<file path="src/rtl/hs_pkg.sv">
package hs_pkg;
  localparam int NUM_CH      = 2;
  localparam int BITS_PER_CH = 3;
  localparam int USED_BITS   = NUM_CH * BITS_PER_CH;
  localparam int OFS_REL     = 0;
  localparam int OFS_STS     = 1;
  localparam int OFS_EN      = 2;

  typedef struct packed {
    logic rel_set;
    logic sts_clr;
    logic en_we;
    logic en_d;
  } ch_ctl_t;

  // packed so that bit 0 = rel, bit 1 = sts, bit 2 = en
  typedef struct packed {
    logic en;
    logic sts;
    logic rel;
  } ch_state_t;
endpackage

</file>
<file path="src/rtl/hs_wr_decode.sv">
module hs_wr_decode #(
  parameter int REG_W = 8
) (
  input  logic                                   wr_en,
  input  logic [REG_W-1:0]                       wr_strb,
  input  logic [REG_W-1:0]                       wr_data,
  output hs_pkg::ch_ctl_t [hs_pkg::NUM_CH-1:0]   ctl
);
  import hs_pkg::*;

  logic [REG_W-1:0] touch;
  logic [REG_W-1:0] one_hit;

  assign touch   = wr_en ? wr_strb : '0;
  assign one_hit = touch & wr_data;

  for (genvar ch = 0; ch < NUM_CH; ch++) begin : g_ch
    localparam int BASE = ch * BITS_PER_CH;
    assign ctl[ch].rel_set = one_hit[BASE + OFS_REL];
    assign ctl[ch].sts_clr = one_hit[BASE + OFS_STS];
    assign ctl[ch].en_we   = touch[BASE + OFS_EN];
    assign ctl[ch].en_d    = wr_data[BASE + OFS_EN];
  end

  if (REG_W > USED_BITS) begin : g_spare
    logic unused_spare;
    assign unused_spare = ^{touch[REG_W-1:USED_BITS], one_hit[REG_W-1:USED_BITS]};
  end
endmodule

</file>
<file path="src/rtl/hs_channel.sv">
module hs_channel (
  input  logic              clk,
  input  logic              rst,
  input  hs_pkg::ch_ctl_t   ctl,
  output hs_pkg::ch_state_t state,
  output logic              req
);
  import hs_pkg::*;

  ch_state_t cur, nxt;

  always_comb begin
    nxt = cur;
    if (ctl.en_we) nxt.en = ctl.en_d;
    if (ctl.rel_set) begin
      nxt.rel = 1'b1;
      nxt.sts = 1'b1;
    end else if (ctl.sts_clr) begin
      nxt.rel = 1'b0;
      nxt.sts = 1'b0;
    end
  end

  always_ff @(posedge clk) begin
    if (rst) begin
      cur <= '0;
      req <= 1'b0;
    end else begin
      cur <= nxt;
      req <= nxt.sts & nxt.en;
    end
  end

  assign state = cur;

  AST_REL_SETS_PAIR: assert property (@(posedge clk) disable iff (rst)
    ctl.rel_set |=> (cur.rel && cur.sts));
  AST_STS_CLEARS_PAIR: assert property (@(posedge clk) disable iff (rst)
    (ctl.sts_clr && !ctl.rel_set) |=> (!cur.rel && !cur.sts));
  AST_SET_BEATS_CLEAR: assert property (@(posedge clk) disable iff (rst)
    (ctl.rel_set && ctl.sts_clr) |=> cur.sts);
  AST_IDLE_PAIR_STABLE: assert property (@(posedge clk) disable iff (rst)
    (!ctl.rel_set && !ctl.sts_clr) |=> ($stable(cur.rel) && $stable(cur.sts)));
  AST_EN_KEEPS_STS: assert property (@(posedge clk) disable iff (rst)
    (ctl.en_we && !ctl.rel_set && !ctl.sts_clr) |=> (cur.sts == $past(cur.sts)));
  AST_REQ_GATED: assert property (@(posedge clk) disable iff (rst)
    req |-> (cur.sts && cur.en));
endmodule

</file>
<file path="src/rtl/evt_handshake_regs.sv">
module evt_handshake_regs #(
  parameter int REG_W = 8
) (
  input  logic             clk,
  input  logic             rst,
  input  logic             wr_en,
  input  logic [REG_W-1:0] wr_strb,
  input  logic [REG_W-1:0] wr_data,
  output logic [REG_W-1:0] rd_data,
  output logic             sci_req,
  output logic             smi_req
);
  import hs_pkg::*;

  ch_ctl_t   [NUM_CH-1:0] ctl;
  ch_state_t [NUM_CH-1:0] st;
  logic      [NUM_CH-1:0] req_v;

  hs_wr_decode #(.REG_W(REG_W)) i_dec (
    .wr_en  (wr_en),
    .wr_strb(wr_strb),
    .wr_data(wr_data),
    .ctl    (ctl)
  );

  for (genvar ch = 0; ch < NUM_CH; ch++) begin : g_ch
    hs_channel i_ch (
      .clk  (clk),
      .rst  (rst),
      .ctl  (ctl[ch]),
      .state(st[ch]),
      .req  (req_v[ch])
    );
  end

  always_comb begin
    rd_data = '0;
    rd_data[USED_BITS-1:0] = st;
  end

  assign sci_req = req_v[0];
  assign smi_req = req_v[1];

  AST_RESET_CLEARS: assert property (@(posedge clk)
    rst |=> (rd_data == '0 && !sci_req && !smi_req));
  AST_SMI_GATED: assert property (@(posedge clk) disable iff (rst)
    smi_req |-> (rd_data[4] && rd_data[5]));
endmodule

</file>
<file path="config.mk">
export PLATFORM = sky130hd
export DESIGN_NAME = evt_handshake_regs
export DESIGN_NICKNAME = d
export VERILOG_FILES = /design/src/rtl/hs_pkg.sv /design/src/rtl/hs_wr_decode.sv /design/src/rtl/hs_channel.sv /design/src/rtl/evt_handshake_regs.sv
export SDC_FILE = /design/constraint.sdc
export NUM_CORES = 1
export LEC_CHECK = 0
export BUFFER_PORTS_ARGS = -buffer_cell sky130_fd_sc_hd__buf_2
export CAP_MARGIN = 10
export CORE_AREA = 8 8 45 47
export CTS_BUF_LIST = sky130_fd_sc_hd__clkbuf_8 sky130_fd_sc_hd__clkbuf_16
export CTS_CLUSTER_SIZE = 16
export DETAILED_ROUTE_END_ITERATION = 8
export DIE_AREA = 0 0 53 55
export HOLD_SLACK_MARGIN = 0.03
export MAX_ROUTING_LAYER = met4
export PLACE_DENSITY_LB_ADDON = 0.05
export SYNTH_ARGS = -nofsm -noshare
export SYNTH_HDL_FRONTEND = slang
export SYNTH_HIERARCHICAL = 1
export SYNTH_SLANG_ARGS = --single-unit
</file>
<file path="constraint.sdc">
create_clock -name clk -period 0.9 [get_ports clk]
set_input_delay 0.135 -clock clk [delete_from_list [all_inputs] [get_ports clk]]
set_output_delay 0.135 -clock clk [all_outputs]
set_load 0.01 [all_outputs]
</file>
== Word-level counts from Yosys, hierarchy flattened ==
Cells that the tools add are included.

* Muxes and demuxes: 7
* Reductions and logical operators: 2
* Bitwise operators: 3

{| class="wikitable"
|+ Operators by type and width
! kind !! number
|-
| $mux W2 || 4
|-
| $mux W6 || 1
|-
| $and A5 B5 Y5 || 1
|-
| $reduce_bool A2 Y1 || 2
|-
| $and A1 B1 Y1 || 2
|-
| $mux W1 || 2
|}

* Logic and storage cells: 20
* Input bits: 19
* Flip-flop bits (word level): 8
* Output and inout bits: 10

== Logic depth before layout (Yosys ltp) ==
* Depth in word-level cells: 5
* Depth in mapped cells: 3
* Depth with buffers taken out: 3

== Cells and area by module ==
Netlist, hierarchy kept.

{| class="wikitable"
|+ Modules (own cells, without submodules)
! module !! area each (sq um) !! times used !! cells an instance !! sequential area each (sq um)
|-
| hs_channel || 140.1 || 2 || 12 || 80.1
|-
| hs_wr_decode || 55.1 || 1 || 8 || 0.0
|-
| evt_handshake_regs || 18.8 || 1 || 3 || 0.0
|}

== Worst setup path before layout ==
No wires, ideal clock.

* Path kind: register to register
* Start: register g_ch[0].i_ch.cur (netlist bit g_ch[0].i_ch/state[1])
* End: register g_ch[0].i_ch.req
* Slack: 0.175 ns
* Data required time: 0.821 ns
* Stages on the path, launching flop included: 3
* Clock period less this slack: 0.725 ns
* Arrival: 0.645 ns
* Path buffers: 0
* Library setup time: 0.079 ns
* Cells stage by stage: dfxtp_1 -> nand2b_4 -> a211oi_2

* Longest elaborated chain between the ends: 3

{| class="wikitable"
|+ RTL lines
! element !! RTL line !! source
|-
| start, declared || hs_channel.sv:10 || <nowiki>ch_state_t cur, nxt;</nowiki>
|-
| start signal, assigned || hs_channel.sv:29 || <nowiki>cur <= nxt;</nowiki>
|-
| $mux W2 || hs_channel.sv:18 || <nowiki>end else if (ctl.sts_clr) begin</nowiki>
|-
| $mux W2 || hs_channel.sv:15 || <nowiki>if (ctl.rel_set) begin</nowiki>
|-
| $and A1 B1 Y1 || hs_channel.sv:30 || <nowiki>req <= nxt.sts & nxt.en;</nowiki>
|-
| end signal, assigned || hs_channel.sv:30 ||
|-
| end, declared || hs_channel.sv:6 || <nowiki>output logic req</nowiki>
|}

Every way passes these cells. The select of a mux whose other input is x is not followed.
A chain may end at the register's enable or synchronous reset.

== Worst setup path in the final report ==
* Start: register g_ch[0].i_ch.cur (netlist bit g_ch[0].i_ch/state[1])
* End: output rd_data[1]

{| class="wikitable"
|+ RTL lines
! element !! RTL line !! source
|-
| end, declared || evt_handshake_regs.sv:9 || <nowiki>output logic [REG_W-1:0] rd_data,</nowiki>
|}

No word-level cell between the ends.

==> metrics.yaml <==
global_route:
  gr-usage-all-layers: 0.0644
  global_route.overflow_total: 0
  global_route_wire_length_before_repair_um: 1270
  antenna_violations_before_repair: 0
  grt_max_degree: 9
  first_global_vias: 331
route:
  post-route-drc-count: 0
  antenna_left: 0
  firstDrtPassIters: 4
  routed_wirelength_um: 840
  initialDrtViolationCount: 4
  viasPerCell: 4.11
  drt-wirelength-per-cell_um: 11.5
  num_vias: 300
clocking:
  htreeDepth: 1
  cts_max_path_buffers: 2
  cts.root.buffer_cell: "clkbuf_8"
  cts_hold_repair.buffers: 0
  reg_clk_slew_reported_paths_ns: 0.04
  clkSinkCount: 8
  cts_made_buffers: 3
  cts_tree: "yes"
  cts_post_setup_buffers_inserted: 0
  cts_repair_resize_count: 0
  clk_latency_ns: 0.22
flow_run:
  max_cap_violations: 0
worst_hold_path:
  hold_path_class: "in2reg"
  worst_hold_path.num_cells: 2
  hp-start: "rst"
  min_to: "g_ch[1].i_ch/req"
logic_synthesis:
  yosys.area_share.adder: 0
  synth_top_area_share: 0.452
  ys_ff_latch: 8
  dominantRegCellSynth: "dfxtp_1"
  synth_compound_gate_area_share: 0.127
  synthArstFlopShare: 0
  yosys.cell_count.top_type: "dfxtp_1"
  seq_area_frac_synth: 0.452
  gate_count_of_the_mapped_netlist: 35
  synth_top_family_by_area: "simple AND/OR/NAND/NOR gates"
  ys_warn_count: 6
  mux_contribution_to_synthesized_area: 0.0565
  syn_avg_cell_area_um2: 10.1
  synth_edf_count: 0
  synth_top_cells_by_count: "dfxtp_1 (8), a21oi_1 (4), and3_1 (4), buf_4 (4)"
  post_synth_instance_area_um2: 354
  netlist-cell-type-count: 12
  synth_simple_gate_area_share: 0.247
  post_synth_main_area_contributors: "dfxtp_1 (45%), buf_4 (8.5%), nand2b_4 (7.8%)"
  yosys.area_share.xor_xnor: 0
  synth_largest_area_cell: "dfxtp_1"
placed_design:
  hpwlAfterDp_um: 722
  placement.cell_area_um2: 458
  place_congestion: 0.660
  port_buffers: 22
layout:
  antenna_diode_count: 0
  design_area_um2: 500
  flow.area_growth_from_synthesis_pct: 41.3
  post_route_cells_drive_above_1_share: 0.561
  final_nets: 78
critical_path:
  cells_traversed_along_the_worst_timing_path: "buf_2"
  crit_arrival_ns: 0.73
  critical_path.slowest_cell: "dfxtp_1"
  timing.setup.critical_path_class: "reg2out"
  crit-reg2reg-capture: "g_ch[0].i_ch/req"
  worstPathBufferInverterCount: 1
  cp_max_fo: 2
  max_stage_delay_ns: 0.36
  path_delay_family: "flip-flops"
  timing.reg2reg.worst_path_depth: 2
  end_kind: "output pin"
  startpoint_class_of_the_critical_path: "flip-flop"
  setup.reg_to_reg.worst_slack_ns: 0.20
  critical_path_required_ns: 0.76
  timing.critical_path.depth: 1
  r2r-start: "g_ch[0].i_ch/state[2]"
timing:
  setup_violations: 0
  number_of_pins_exceeding_their_max_slew_limit_in_the_final_report: 0
  achievable-frequency_mhz: 1150
  timing.final.hold_violations: 0
  post-route-period-util: 0.963
  min_period_ns: 0.867
  finalSetupTns_ns: 0
  finClkSkew_ns: 0.0000743
  rsz0062_at_grt: "no"
power:
  vdd_ir_drop_max_mv: 0.855
  power_per_cell_area_nw_per_um2: 1800
  power_leakage_nw: 0.251
status:
  outcome: "finished, final reports clean"
die:
  fp.coreArea_um2: 1380
  rows: 14
  die_w_um: 53
  die_area_um2: 2920
  total_i_o_pin_count: 29
  die_y_um: 55
  start_util: 0.256
[placed cells by master, fill, tap and decap left out]
| cell type | n |
|---|---|
| nand2b_4 | 2 |
| nor2_1 | 2 |
| mux2i_1 | 2 |
| and3_1 | 4 |
| a211oi_2 | 2 |
| buf_2 | 22 |
| dfxtp_2 | 1 |
| inv_1 | 2 |
| dfxtp_1 | 7 |
| conb_1 | 2 |
| nand2b_1 | 2 |
| a21oi_1 | 4 |
| and2_2 | 2 |
| clkbuf_8 | 3 |
[area by class of cell]
| type | count | area [µm²] |
|---|---|---|
| repair buffers | 22 | 110 |
| multi-input cells | 22 | 160 |
| clock buffers | 3 | 41.3 |
| inverters | 2 | 7.51 |
| fillers | 163 | 883 |
| flip-flops and latches | 8 | 161 |
| well taps | 16 | 20.0 |
[stage by stage]
step                setup WS [ns]  power [mW]  utilization  hold slack, ns  std cells
floorplan                   0.175       0.448            -           0.200         36
global placement           0.0368       0.487        0.331           0.415         70
detailed placement        0.00747       0.492        0.331           0.421         70
CTS                        0.0136       0.923        0.361           0.184         73
global route             0.000988       0.960        0.362           0.190         73
finish                     0.0329       0.899        0.362           0.191         73
[metal layers]
layer  track usage  up-vias  part of all wire
met5             -        -                 0
met4        0.0517        0                 0
met3        0.0374        0              0.10
met2        0.0918       13              0.49
met1        0.0628      132              0.41
li1              -      155                 -
[cells by family (layout without fill, tap and decap cells)]
| kind of cell | count (synthesis) | in the layout |
|---|---|---|
| AOI/OAI and AO/OA | 6 | 6 |
| buffers and inverters | 6 | 27 |
| DFF | 8 | 8 |
| muxes | 2 | 2 |
| other | 1 | 2 |
| and+or+nand+nor | 12 | 12 |
[sequential cells by signal, indices dropped and copies added, names as in the netlist]
register and count:
g_ch.i_ch/state 6, g_ch.i_ch/req 2
[how the worst max path moves through the flow]
stage	startpoint	slack (ns)	to
2_1_floorplan	g_ch[0].i_ch/state[1]	0.18	g_ch[0].i_ch/req
3_3_place_gp	wr_en	0.04	g_ch[0].i_ch/req
3_5_place_dp	wr_en	0.007	g_ch[0].i_ch/req
4_1_cts	g_ch[1].i_ch/state[1]	0.01	rd_data[4]
5_1_grt	g_ch[0].i_ch/state[1]	0.001	rd_data[1]
6_report	g_ch[0].i_ch/state[1]	0.03	rd_data[1]
[power by group]
part	internal (mW)	switching, mW
clock network	0.288	0.127
logic	0.0548	0.0493
registers	0.372	0.00841
No activity file was read; power rests on OpenSTA's default activity.
